## config.mk

```make
export PLATFORM = sky130hd
export DESIGN_NAME = sdram_cmd_monitor
export DESIGN_NICKNAME = d
export VERILOG_FILES = /design/src/rtl/sdram_mon_pkg.sv /design/src/rtl/sdram_mon_track.sv /design/src/rtl/sdram_mon_ctrl.sv /design/src/rtl/sdram_cmd_monitor.sv
export SDC_FILE = /design/constraint.sdc
export NUM_CORES = 1
export LEC_CHECK = 0
export ABC_CLOCK_PERIOD_IN_PS = 5200
export BUFFER_PORTS_ARGS = -buffer_cell sky130_fd_sc_hd__buf_4
export CORE_MARGIN = 2
export CORE_UTILIZATION = 55
export CTS_CLUSTER_DIAMETER = 200
export DETAILED_ROUTE_END_ITERATION = 8
export PLACE_DENSITY = 0.84
export SYNTH_ARGS = -nofsm -noshare
export SYNTH_HDL_FRONTEND = slang
export SYNTH_SLANG_ARGS = --single-unit
```

## constraint.sdc

```tcl
create_clock -name clk -period 5.2 [get_ports clk]
set_input_delay 0.26 -clock clk [delete_from_list [all_inputs] [get_ports clk]]
set_output_delay 0.26 -clock clk [all_outputs]
set_load 0.1 [all_outputs]
```

## src/rtl/sdram_mon_pkg.sv

```systemverilog
package sdram_mon_pkg;

  localparam int NUM_BANKS = 2;

  typedef enum logic [3:0] {
    CMD_NOP    = 4'd0,
    CMD_MRS    = 4'd1,
    CMD_REF    = 4'd2,
    CMD_SREF   = 4'd3,
    CMD_ACT    = 4'd4,
    CMD_RD     = 4'd5,
    CMD_WR     = 4'd6,
    CMD_BST    = 4'd7,
    CMD_PRE    = 4'd8,
    CMD_FROZEN = 4'd9
  } cmd_e;

  typedef enum logic [1:0] {
    BK_IDLE    = 2'd0,
    BK_ACTIVE  = 2'd1,
    BK_AUTOPRE = 2'd2
  } bank_e;

  typedef enum logic [3:0] {
    ERR_NONE     = 4'd0,
    ERR_CKE      = 4'd1,
    ERR_MRD      = 4'd2,
    ERR_BUSY     = 4'd3,
    ERR_COL_IDLE = 4'd4,
    ERR_COL_AP   = 4'd5,
    ERR_ACT_OPEN = 4'd6,
    ERR_RCD      = 4'd7,
    ERR_RP       = 4'd8,
    ERR_CCD      = 4'd9
  } err_e;

  typedef struct packed {
    logic [NUM_BANKS-1:0] act;
    logic [NUM_BANKS-1:0] pre;
    logic [NUM_BANKS-1:0] col;
    logic                 colAp;
    logic                 mrs;
  } strobe_t;

  function automatic int maxOf(int a, int b);
    return (a > b) ? a : b;
  endfunction

endpackage

```

## src/rtl/sdram_mon_track.sv

```systemverilog
module sdram_mon_track
  import sdram_mon_pkg::*;
#(
  parameter int T_RCD     = 3,
  parameter int T_RP      = 3,
  parameter int T_MRD     = 2,
  parameter int T_CCD     = 1,
  parameter int AP_CYCLES = 6
) (
  input  logic                 clk,
  input  logic                 rstN,
  input  strobe_t              stb,
  output bank_e                bankState [NUM_BANKS],
  output logic [NUM_BANKS-1:0] rcdOk,
  output logic [NUM_BANKS-1:0] rpOk,
  output logic                 ccdOk,
  output logic                 mrdOk
);

  localparam int MAXT = maxOf(maxOf(T_RCD, T_RP), maxOf(T_MRD, T_CCD));
  localparam int CW   = $clog2(MAXT + 1);
  localparam int AW   = $clog2(AP_CYCLES + 1);
  localparam logic [CW-1:0] SAT = CW'(MAXT);

  for (genvar b = 0; b < NUM_BANKS; b++) begin : g_bank
    bank_e         st;
    logic [CW-1:0] rcdCnt;
    logic [CW-1:0] rpCnt;
    logic [AW-1:0] apCnt;

    always_ff @(posedge clk or negedge rstN) begin
      if (!rstN) begin
        st     <= BK_IDLE;
        rcdCnt <= SAT;
        rpCnt  <= SAT;
        apCnt  <= '0;
      end else begin
        if (rcdCnt != SAT) rcdCnt <= rcdCnt + 1'b1;
        if (rpCnt != SAT)  rpCnt  <= rpCnt + 1'b1;
        if (stb.act[b]) begin
          st     <= BK_ACTIVE;
          rcdCnt <= CW'(1);
        end else if (stb.pre[b]) begin
          st    <= BK_IDLE;
          rpCnt <= CW'(1);
          apCnt <= '0;
        end else if (stb.col[b] && stb.colAp) begin
          st    <= BK_AUTOPRE;
          apCnt <= AW'(AP_CYCLES);
        end else if (st == BK_AUTOPRE) begin
          if (apCnt == AW'(1)) st <= BK_IDLE;
          apCnt <= apCnt - 1'b1;
        end
      end
    end

    assign bankState[b] = st;
    assign rcdOk[b]     = (rcdCnt >= CW'(T_RCD));
    assign rpOk[b]      = (rpCnt >= CW'(T_RP));

    // a self-closing bank always has cycles left to count
    a_r7_ap_live: assert property (@(posedge clk) disable iff (!rstN)
      (st == BK_AUTOPRE) |-> (apCnt != '0));
    // column strobes reach only an open bank
    a_r6_col_open: assert property (@(posedge clk) disable iff (!rstN)
      stb.col[b] |-> (st == BK_ACTIVE));
    // activate strobes respect the precharge spacing
    a_r10_act_spaced: assert property (@(posedge clk) disable iff (!rstN)
      stb.act[b] |-> (st == BK_IDLE && rpCnt >= CW'(T_RP)));
  end

  logic [CW-1:0] ccdCnt;
  logic [CW-1:0] mrdCnt;

  always_ff @(posedge clk or negedge rstN) begin
    if (!rstN) begin
      ccdCnt <= SAT;
      mrdCnt <= SAT;
    end else begin
      if (|stb.col)           ccdCnt <= CW'(1);
      else if (ccdCnt != SAT) ccdCnt <= ccdCnt + 1'b1;
      if (stb.mrs)            mrdCnt <= CW'(1);
      else if (mrdCnt != SAT) mrdCnt <= mrdCnt + 1'b1;
    end
  end

  assign ccdOk = (ccdCnt >= CW'(T_CCD));
  assign mrdOk = (mrdCnt >= CW'(T_MRD));

  // precharge of every bank leaves both idle
  a_r12_all_idle: assert property (@(posedge clk) disable iff (!rstN)
    (&stb.pre) |=> (bankState[0] == BK_IDLE && bankState[1] == BK_IDLE));

endmodule

```

## src/rtl/sdram_mon_ctrl.sv

```systemverilog
module sdram_mon_ctrl
  import sdram_mon_pkg::*;
(
  input  logic                 clk,
  input  logic                 rstN,
  input  logic                 cke,
  input  logic                 csN,
  input  logic                 rasN,
  input  logic                 casN,
  input  logic                 weN,
  input  logic                 bankAddr,
  input  logic                 apBit,
  input  logic                 errClr,
  input  bank_e                bankState [NUM_BANKS],
  input  logic [NUM_BANKS-1:0] rcdOk,
  input  logic [NUM_BANKS-1:0] rpOk,
  input  logic                 ccdOk,
  input  logic                 mrdOk,
  output strobe_t              stb,
  output logic [3:0]           cmdCode,
  output logic                 errFlag,
  output logic [3:0]           errCode
);

  logic  ckePrev;
  cmd_e  rawCmd;
  cmd_e  curCmd;
  err_e  hitErr;
  cmd_e  cmdQ;
  err_e  errQ;
  logic  anyBusy;
  bank_e selState;

  always_comb begin
    rawCmd = CMD_NOP;
    if (!csN) begin
      unique case ({rasN, casN, weN})
        3'b000:  rawCmd = CMD_MRS;
        3'b001:  rawCmd = cke ? CMD_REF : CMD_SREF;
        3'b011:  rawCmd = CMD_ACT;
        3'b101:  rawCmd = CMD_RD;
        3'b100:  rawCmd = CMD_WR;
        3'b110:  rawCmd = CMD_BST;
        3'b010:  rawCmd = CMD_PRE;
        default: rawCmd = CMD_NOP;
      endcase
    end
  end

  assign curCmd   = ckePrev ? rawCmd : CMD_FROZEN;
  assign selState = bankState[bankAddr];
  assign anyBusy  = (bankState[0] != BK_IDLE) || (bankState[1] != BK_IDLE);

  always_comb begin
    hitErr = ERR_NONE;
    if (!ckePrev) begin
      if (rawCmd != CMD_NOP) hitErr = ERR_CKE;
    end else if (rawCmd != CMD_NOP && !mrdOk) begin
      hitErr = ERR_MRD;
    end else begin
      case (rawCmd)
        CMD_MRS, CMD_REF, CMD_SREF: if (anyBusy) hitErr = ERR_BUSY;
        CMD_RD, CMD_WR: begin
          if (selState == BK_IDLE)         hitErr = ERR_COL_IDLE;
          else if (selState == BK_AUTOPRE) hitErr = ERR_COL_AP;
          else if (!rcdOk[bankAddr])       hitErr = ERR_RCD;
          else if (!ccdOk)                 hitErr = ERR_CCD;
        end
        CMD_ACT: begin
          if (selState != BK_IDLE)   hitErr = ERR_ACT_OPEN;
          else if (!rpOk[bankAddr])  hitErr = ERR_RP;
        end
        default: hitErr = ERR_NONE;
      endcase
    end
  end

  always_comb begin
    stb = '0;
    if (ckePrev && hitErr == ERR_NONE) begin
      case (rawCmd)
        CMD_ACT: stb.act[bankAddr] = 1'b1;
        CMD_PRE: begin
          if (apBit) stb.pre = '1;
          else       stb.pre[bankAddr] = 1'b1;
        end
        CMD_RD, CMD_WR: begin
          stb.col[bankAddr] = 1'b1;
          stb.colAp         = apBit;
        end
        CMD_MRS: stb.mrs = 1'b1;
        default: stb = '0;
      endcase
    end
  end

  always_ff @(posedge clk or negedge rstN) begin
    if (!rstN) begin
      ckePrev <= 1'b1;
      cmdQ    <= CMD_NOP;
      errFlag <= 1'b0;
      errQ    <= ERR_NONE;
    end else begin
      ckePrev <= cke;
      cmdQ    <= curCmd;
      if (errClr) begin
        errFlag <= 1'b0;
        errQ    <= ERR_NONE;
      end else if (!errFlag && hitErr != ERR_NONE) begin
        errFlag <= 1'b1;
        errQ    <= hitErr;
      end
    end
  end

  assign cmdCode = cmdQ;
  assign errCode = errQ;

  // a frozen cycle never moves the bank model
  a_r3_frozen_quiet: assert property (@(posedge clk) disable iff (!rstN)
    !ckePrev |-> (stb == '0));
  // the latched error is held until cleared
  a_r13_sticky: assert property (@(posedge clk) disable iff (!rstN)
    (errFlag && !errClr) |=> (errFlag && $stable(errCode)));
  // a raised flag always carries a code
  a_r13_code_set: assert property (@(posedge clk) disable iff (!rstN)
    errFlag |-> (errCode != 4'd0));

endmodule

```

## src/rtl/sdram_cmd_monitor.sv

```systemverilog
module sdram_cmd_monitor
  import sdram_mon_pkg::*;
#(
  parameter int T_RCD     = 3,
  parameter int T_RP      = 3,
  parameter int T_MRD     = 2,
  parameter int T_CCD     = 1,
  parameter int AP_CYCLES = 6
) (
  input  logic       clk,
  input  logic       rstN,
  input  logic       cke,
  input  logic       csN,
  input  logic       rasN,
  input  logic       casN,
  input  logic       weN,
  input  logic       bankAddr,
  input  logic       apBit,
  input  logic       errClr,
  output logic [3:0] cmdCode,
  output logic [1:0] bank0State,
  output logic [1:0] bank1State,
  output logic       errFlag,
  output logic [3:0] errCode
);

  strobe_t              stb;
  bank_e                bankState [NUM_BANKS];
  logic [NUM_BANKS-1:0] rcdOk;
  logic [NUM_BANKS-1:0] rpOk;
  logic                 ccdOk;
  logic                 mrdOk;

  sdram_mon_ctrl ctrl_i (
    .clk(clk), .rstN(rstN), .cke(cke), .csN(csN), .rasN(rasN),
    .casN(casN), .weN(weN), .bankAddr(bankAddr), .apBit(apBit),
    .errClr(errClr), .bankState(bankState), .rcdOk(rcdOk), .rpOk(rpOk),
    .ccdOk(ccdOk), .mrdOk(mrdOk), .stb(stb), .cmdCode(cmdCode),
    .errFlag(errFlag), .errCode(errCode)
  );

  sdram_mon_track #(
    .T_RCD(T_RCD), .T_RP(T_RP), .T_MRD(T_MRD), .T_CCD(T_CCD),
    .AP_CYCLES(AP_CYCLES)
  ) track_i (
    .clk(clk), .rstN(rstN), .stb(stb), .bankState(bankState),
    .rcdOk(rcdOk), .rpOk(rpOk), .ccdOk(ccdOk), .mrdOk(mrdOk)
  );

  assign bank0State = bankState[0];
  assign bank1State = bankState[1];

endmodule

```

==> impl_metrics.tcl, run 1 <==
set metrics [dict create \
    outcome "completed" \
    syn_to_final_growth_pct 13.9 \
    r2r_end "track_i.g_bank[0].st[1]$_DFFE_PN0P_" \
    final_cell_mix "22 x buf_4, 21 x nand2_1, 19 x nor2_1, 19 x dfrtp_1, 17 x inv_1" \
    worst_setup_path_start_kind "flip-flop" \
    r2r_cells 7 \
    leakage_nw 0.993 \
    drv_slew 0 \
    syn_inst 201 \
    synth_area_per_cell_sq_um 9.66 \
    critPathKind "reg2reg" \
    num_antenna_cells 0 \
    portBuffers 22 \
    vias_per_cell 5.67 \
    rows 21 \
    clock-sinks 32 \
    hpwl_microns 2660 \
    ios 23 \
    synth_cell_type_count 57 \
    p_per_area_nw_per_um2 506 \
    gp_congestion 0.838 \
    clockRootBuffer "clkbuf_4" \
    fp.dieW_microns 63.4 \
    multi_input_area_sq_um 1030 \
    cts.path.max_buffers 2 \
    grt_use_total_pct 21.1 \
    relSlewSlack_pct 72.3 \
    start_util_pct 57.7 \
    vias 1549 \
    clk_latency_ns 0.35 \
    wl_microns 3630 \
    synthesis.area_sq_um 1940 \
    wl_per_cell_microns 13.3 \
    grt_pass1_wl_microns 6600 \
    synthFlopType "dfrtp_1" \
    met3WireLength_microns 143 \
    grt_remaining_overflow 0 \
    async_flop_share_pct 100 \
    hp-start "cke" \
    hp-class "in2reg" \
    synth-edff-count 0 \
    drive_gt1_share_pct 26.0 \
    timing.final.crit_share_pct 43.6 \
    wl_met2_microns 1700 \
    layout_commonest_cell "buf_4" \
    rsz0062_at_grt "false" \
    whs_path_depth 1 \
    die-area_sq_um 4020 \
    hold_slack_ns 0.0230 \
    cts_tree "built" \
    arrival_ns 2.54 \
    syn-num-nets 221 \
    worstSetupStartpoint "track_i.g_bank[1].rcdCnt[0]$_DFFE_PN1P_" \
    crit_required_ns 5.48 \
    finalNetCount 246 \
    peakVddDrop_mv 0.379 \
    cp-end-kind "flip-flop" \
    tns_ns 0 \
    dieHeight_microns 63.4 \
    final_antenna_net_count 0 \
    first_global_vias 1469 \
    cp_max_fo 9 \
    antenna_found_initial 0 \
    wl_met1_microns 1720 \
    core_sq_um 3360 \
    hold_violations 0 \
    fin_crit_ns 2.26 \
    max_cap_viol_count 0 \
    num-fill-cells 284 \
    routed.top_layer "met4" \
    max_freq_ghz 0.442 \
    finalSetupViolCount 0 \
    r2r_start "track_i.g_bank[1].rcdCnt[0]$_DFFE_PN1P_" \
    h-tree-depth 2 \
    worst_pin_slew_ns 0.414 \
    clk_pin_slew_worst_paths_ns 0.11 \
    regArea_sq_um 817 \
    drc 0 \
    ys_warn_count 0 \
    dr.pass1.iters 4 \
    grt_max_degree 33 \
    finalClockSkew_ns 0.0104 \
    hold_end "ctrl_i.ckePrev$_DFF_PN1_" \
    synth_seq_cells 32 \
    ys_seq_area_share_pct 42.1 \
    rrSetupSlack_ns 2.94 \
    drt_iter0_markers 94 \
    cts_buffers 5 \
]
## sequential cells by signal, indices dropped and copies added, names as in the netlist
signal / cells
ctrl_i.cmdCode: 4
track_i.g_bank.apCnt: 6
track_i.g_bank.st: 4
track_i.g_bank.rpCnt: 4
track_i.ccdCnt: 2
ctrl_i.errCode: 4
ctrl_i.errFlag: 1
track_i.g_bank.rcdCnt: 4
ctrl_i.ckePrev: 1
track_i.mrdCnt: 2
## where the power goes
group | internal [W] | switching, W | leakage (nW)
sequential | 0.000354 | 0.0000689 | 0.376
clock | 0.0000656 | 0.0000942 | 0.0305
combinational | 0.000199 | 0.000336 | 0.586
total | 0.000619 | 0.000499 | 0.993
## final cells by class
cell class              count  share of cell area (%)
multi-input cells         147                    46.6
flip-flops and latches     32                    37.0
clock inverters             2                   0.679
repair buffers             23                    7.92
clock buffers               6                    2.32
well taps                  46                    2.60
inverters                  17                    2.89
## per-stage QoR
stage          area (sq um)  total power, W  instances  utilization [%]  setup WS [ns]
5_1_grt                2210         0.00121        273             65.7           2.72
2_1_floorplan          1940        0.000852        201                -           2.68
3_3_place_gp           2130        0.000950        264             63.5           2.96
4_1_cts                2210         0.00113        273             65.7           2.91
3_5_place_dp           2130        0.000966        264             63.5           2.94
6_report               2210         0.00112        273             65.7           2.94
## how the worst max path moves through the flow
stage / depth (start not counted) / to
4_1_cts: 7 / track_i.g_bank[1].apCnt[1]$_DFFE_PN0P_
2_1_floorplan: 6 / track_i.g_bank[0].rpCnt[0]$_DFF_PN1_
3_5_place_dp: 7 / track_i.g_bank[0].st[1]$_DFFE_PN0P_
5_1_grt: 7 / track_i.g_bank[1].apCnt[1]$_DFFE_PN0P_
3_3_place_gp: 7 / track_i.g_bank[0].st[1]$_DFFE_PN0P_
6_report: 7 / track_i.g_bank[0].st[1]$_DFFE_PN0P_
## synth_stat cells, types with 2 or more instances
cell,count,area share (%)
ha_1,10,6.4
xnor2_1,4,1.8
dfrtp_1,19,24
a311oi_1,3,1.4
a21oi_1,16,4.1
nand2_1,21,4.1
o31ai_1,2,0.77
nand4_1,2,0.64
o21ai_0,7,1.8
xor2_1,5,2.3
dfstp_2,13,18
mux2i_1,2,1.0
or3b_1,3,1.4
nor3b_1,2,0.77
nand3b_1,2,0.77
o211ai_1,2,0.77
nand2b_1,3,0.97
buf_2,3,0.77
o211a_1,2,1.0
inv_1,17,3.3
nor3_1,3,0.77
a31oi_1,3,0.97
and2_1,2,0.64
buf_4,2,0.77
nor2_1,19,3.7
nand3_1,3,0.77
## cells by family after synthesis
family	Yosys count	share of synthesized area, %
compound gates	53	20.5
xor+xnor	9	4.06
fa+ha+maj	10	6.44
buf+inv	22	4.83
flops	32	42.1
mux	3	1.61
simple gates	72	20.5
## timing repair
item,4_1_cts,5_1_grt
setup buffers,0,0
hold endpoints to repair,19,0
gates resized for setup,0,0
hold buffers,1,0
## worst max-delay path: stages (launching register included)
cell and delay [ns]:
dfstp_2 0.56, ha_1 0.24, inv_1 0.06, a311oi_1 0.41, o211a_4 0.24, o211ai_4 0.13
or3_4 0.41, a32oi_1 0.16
## per-layer routing
metal	GRT usage, %	vias to the layer above
li1	-	770
met1	26.9	736
met2	33.8	36
met3	4.46	7
met4	10.3	0
met5	0	-
(Power assumes the default switching activity.)
==> run 2: changes to the inputs <==
Settings changed: ABC_CLOCK_PERIOD_IN_PS 5200 to 2000, CORE_UTILIZATION 55 to 52, PLACE_DENSITY 0.84 to 0.83.
Clock period 5.2 ns to 2 ns, I/O delays scaled along.
==> impl_metrics.tcl, run 2 (synthesis results as in run 1) <==
set metrics [dict create \
    portBuffers 22 \
    hpwl_microns 3100 \
    syn_to_final_growth_pct 32.9 \
    dieHeight_microns 65.1 \
    gp_congestion 0.835 \
    antenna_found_initial 0 \
    max_freq_ghz 0.477 \
    top_register "track_i.g_bank.apCnt" \
    num-fill-cells 260 \
    wl_microns 4500 \
    critPathKind "reg2reg" \
    max_cap_viol_count 0 \
    setup_ws_ns -0.0975 \
    cts_tree "built" \
    relSlewSlack_pct 70.9 \
    rows 22 \
    power_w 0.00338 \
    cts.path.max_buffers 2 \
    worst_setup_path_start_kind "flip-flop" \
    clk_pin_slew_worst_paths_ns 0.07 \
    fp.dieW_microns 65.1 \
    largest_reg_flops 6 \
    drive_gt1_share_pct 40.5 \
    final_cell_area_sq_um 2580 \
    leakage_nw 1.16 \
    wl_per_cell_microns 14.7 \
    drv_slew 0 \
    drt_iter0_markers 111 \
    finalSetupViolCount 11 \
    arrival_ns 2.30 \
    hold_violations 0 \
    timing.final.crit_share_pct 105 \
    start_util_pct 53.4 \
    crit_required_ns 2.20 \
    dr.pass1.iters 4 \
    die-area_sq_um 4240 \
    core_sq_um 3630 \
    hp-class "in2reg" \
    worst_pin_slew_ns 0.435 \
    final_cell_mix "51 x buf_4, 20 x nand2_1, 18 x nor2_1, 17 x inv_1, 15 x dfrtp_1" \
    first_global_vias 1687 \
    fin_cells 307 \
    grt_max_degree 33 \
    vias 1712 \
    ios 23 \
    num_antenna_cells 0 \
    peakVddDrop_mv 0.843 \
    grt_pass1_wl_microns 7420 \
    violations "negative setup slack" \
    crit_chain "or4_4 -> o21ai_4 -> o211a_4 -> o211ai_4 -> or3_4 -> a32oi_1" \
    h-tree-depth 2 \
    rsz0062_at_grt "true" \
    layout_commonest_cell "buf_4" \
    p_per_area_nw_per_um2 1310 \
    placed_cells 290 \
    cts_buffers 5 \
    placed_area_sq_um 2340 \
    clock-sinks 32 \
    fin_crit_ns 2.10 \
    clk_latency_ns 0.29 \
    outcome "finished, violations left" \
    vias_per_cell 5.58 \
    cp_max_fo 4 \
    finalClockSkew_ns 0.00462 \
    drc 0 \
    critPathSlowestCell "or4_4" \
    cp-end-kind "flip-flop" \
    final_antenna_net_count 0 \
    final_util_pct 71.0 \
    max_stage_delay_ns 0.56 \
    clockRootBuffer "clkbuf_8" \
    grt_use_total_pct 23.0 \
    grt_remaining_overflow 0 \
    finalNetCount 278 \
]
## run 2: routing by layer
metal | vias up | track usage (%) | wire, microns
met3 | 7 | 5.65 | 180
met4 | 0 | 10.2 | 55
li1 | 831 | - | -
met2 | 35 | 41.0 | 2360
met5 | - | 0 | 0
met1 | 839 | 26.0 | 1910
## run 2: timing repair
action | CTS | global route
pin swaps | 12 | 9
gates resized for setup | 8 | 12
hold endpoints to repair | 23 | 0
setup endpoints to repair | 14 | 19
setup buffers | 4 | 2
hold buffers | 3 | 0
## run 2: path summary, 6_finish.rpt
| kind | depth (start not counted) | to | slack (ns) | startpoint |
|---|---|---|---|---|
| worst max-delay path | 6 | track_i.g_bank[0].st[1]$_DFFE_PN0P_ | -0.1 | track_i.g_bank[1].st[0]$_DFFE_PN0P_ |
| worst min-delay path | 2 | track_i.g_bank[1].rcdCnt[1]$_DFFE_PN1P_ | 0.14 | bankAddr |
| worst max register to register | 6 | track_i.g_bank[0].st[1]$_DFFE_PN0P_ | -0.1 | track_i.g_bank[1].st[0]$_DFFE_PN0P_ |
| worst min register to register | 2 | track_i.g_bank[1].rpCnt[1]$_DFF_PN1_ | 0.53 | track_i.g_bank[1].rpCnt[1]$_DFF_PN1_ |
| max in group asynchronous | 2 | track_i.mrdCnt[0]$_DFFE_PN1P_ | 1.38 | rstN |
| min in group asynchronous | 2 | ctrl_i.errCode[1]$_DFFE_PN0P_ | 0.28 | rstN |
## run 2: cell type report
type	count	area, sq um	area share, %
Inverter	17	63.8	2.47
Multi-Input combinational cell	147	1120	43.4
Timing Repair Buffer	55	424	16.4
Tap cell	48	60.1	2.33
Clock inverter	1	5.00	0.194
Clock buffer	7	76.3	2.96
Sequential cell	32	832	32.3
## run 2: worst max-delay path: cells and delay by family, from the launching register on
family	cells	cell delay [ns]
compound gates	4	0.59
flops	1	0.47
simple gates	2	0.94
## run 2: metrics by stage
stage,TNS (ns),hold slack (ns),worst slack (ns)
floorplan,-1.78,-0.196,-0.240
global placement,-0.175,0.0567,-0.0353
detailed placement,-0.866,0.0613,-0.154
CTS,-0.176,0.107,-0.0573
global route,-1.64,0.138,-0.147
finish,-0.521,0.135,-0.0975
## run 2: where the power goes
part           internal, W  leakage, nW  switching (W)  total [W]
clock network     0.000244       0.0422       0.000235   0.000479
logic             0.000772        0.744        0.00104    0.00181
registers         0.000944        0.370       0.000151    0.00110
==> run 3: changes to the inputs <==
Settings changed: PLACE_DENSITY 0.83 to 0.85.
==> impl_metrics.tcl, run 3 (synthesis results as in run 1) <==
set metrics [dict create \
    grt_pass1_wl_microns 7510 \
    fp.dieW_microns 65.1 \
    dr.pass1.iters 4 \
    die-area_sq_um 4240 \
    num_antenna_cells 0 \
    hold_violations 0 \
    finalClockSkew_ns 0.00689 \
    h-tree-depth 2 \
    outcome "finished, violations left" \
    clk_pin_slew_worst_paths_ns 0.07 \
    finalSetupViolCount 13 \
    relSlewSlack_pct 71.6 \
    peakVddDrop_mv 0.857 \
    cts.path.max_buffers 2 \
    fin_crit_ns 2.13 \
    clock-sinks 32 \
    vias_per_cell 5.61 \
    ios 23 \
    hp-class "in2reg" \
    timing.final.crit_share_pct 107 \
    violations "negative setup slack" \
    drv_slew 0 \
    gp_congestion 0.854 \
    portBuffers 22 \
    cp-end-kind "flip-flop" \
    cts_buffers 5 \
    final_cell_mix "52 x buf_4, 19 x nand2_1, 17 x inv_1, 16 x nor2_1, 15 x dfrtp_1" \
    max_cap_viol_count 0 \
    placed_cells 292 \
    top_register "track_i.g_bank.apCnt" \
    largest_reg_flops 6 \
    tns_ns -0.904 \
    wl_microns 4480 \
    dieHeight_microns 65.1 \
    finalNetCount 278 \
    drt_iter0_markers 163 \
    first_global_vias 1654 \
    worst_setup_path_start_kind "flip-flop" \
    cp_max_fo 6 \
    rows 22 \
    grt_remaining_overflow 0 \
    wl_per_cell_microns 14.6 \
    drc 0 \
    p_per_area_nw_per_um2 1340 \
    arrival_ns 2.34 \
    power_w 0.00350 \
    num-fill-cells 278 \
    critPathKind "reg2reg" \
    clockRootBuffer "clkbuf_8" \
    leakage_nw 1.17 \
    worst_pin_slew_ns 0.426 \
    layout_commonest_cell "buf_4" \
    rsz0062_at_grt "true" \
    max_freq_ghz 0.469 \
    vias 1717 \
    cts_tree "built" \
    hpwl_microns 3080 \
    syn_to_final_growth_pct 34.3 \
    start_util_pct 53.4 \
    grt_use_total_pct 23.3 \
    grt_max_degree 33 \
    drive_gt1_share_pct 43.4 \
    final_antenna_net_count 0 \
    dp_slack_ns -0.121 \
    core_sq_um 3630 \
    crit_required_ns 2.21 \
    antenna_found_initial 0 \
    setup_ws_ns -0.130 \
    clk_latency_ns 0.29 \
    fin_cells 306 \
]
-- run 3: changes by cell type in the layout (fill, tap and decap cells not counted), sizes merged --
cell | before | now
dlygate4sd3 | 3 | 2
buf | 52 | 53
clkinv | 1 | 0
-- run 3: power breakdown --
| part | leakage, nW | internal [W] | switching [W] | total [W] |
|---|---|---|---|---|
| Clock | 0.0503 | 0.000306 | 0.000227 | 0.000533 |
| Sequential | 0.370 | 0.000946 | 0.000171 | 0.00112 |
| Combinational | 0.748 | 0.000814 | 0.00104 | 0.00185 |
-- run 3: repair_timing --
item,CTS,global route
setup endpoints to repair,17,23
resized for setup,10,15
gates cloned,0,0
hold buffers,2,0
pin swaps,10,16
hold endpoints to repair,20,0
buffers inserted,4,1
-- run 3: worst max-delay path: stages, from the launching register on --
cell and delay, ns:
dfrtp_4 0.50, or4_4 0.58, o21ai_4 0.15, o211a_4 0.19, o211ai_4 0.11, or3_4 0.38, a32oi_1 0.15
-- run 3: metrics by stage --
step | hold WS [ns] | utilization [%] | instance area [sq um]
6_report | 0.0117 | 71.8 | 2610
5_1_grt | 0.0117 | 71.8 | 2610
4_1_cts | 0.00529 | 70.0 | 2540
3_5_place_dp | 0.0547 | 64.7 | 2350
3_3_place_gp | 0.0517 | 64.7 | 2350
2_1_floorplan | -0.196 | - | 1960
-- run 3: area by class of cell --
| class | instances | area [sq um] | area share [%] |
|---|---|---|---|
| clock buffers | 7 | 96.3 | 3.69 |
| repair buffers | 55 | 422 | 16.2 |
| inverters | 17 | 63.8 | 2.45 |
| multi-input cells | 147 | 1130 | 43.5 |
| well taps | 48 | 60.1 | 2.30 |
| flip-flops and latches | 32 | 832 | 31.9 |
-- run 3: path summary, 6_finish.rpt --
check                                                startpoint                                   end  slack (ns)  depth (start not counted)
max                         track_i.g_bank[1].st[0]$_DFFE_PN0P_   track_i.g_bank[0].st[1]$_DFFE_PN0P_       -0.13                          6
min reg2reg                track_i.g_bank[0].rpCnt[0]$_DFF_PN1_  track_i.g_bank[0].rpCnt[1]$_DFF_PN1_        0.53                          2
max reg2reg                 track_i.g_bank[1].st[0]$_DFFE_PN0P_   track_i.g_bank[0].st[1]$_DFFE_PN0P_       -0.13                          6
min in group asynchronous                                  rstN           ctrl_i.cmdCode[2]$_DFF_PN0_        0.28                          2
max in group asynchronous                                  rstN  track_i.g_bank[1].rpCnt[1]$_DFF_PN1_        1.39                          2
min                                                      errClr            ctrl_i.errFlag$_DFFE_PN0P_        0.01                          2
-- run 3: routing by layer --
metal  routed length (microns)  GRT usage [%]  up-vias
li1                          -              -      829
met1                      1750           26.4      827
met2                      2350           41.4       49
met3                       253           6.68       12
met4                       121           8.85        0
met5                         0              0        -
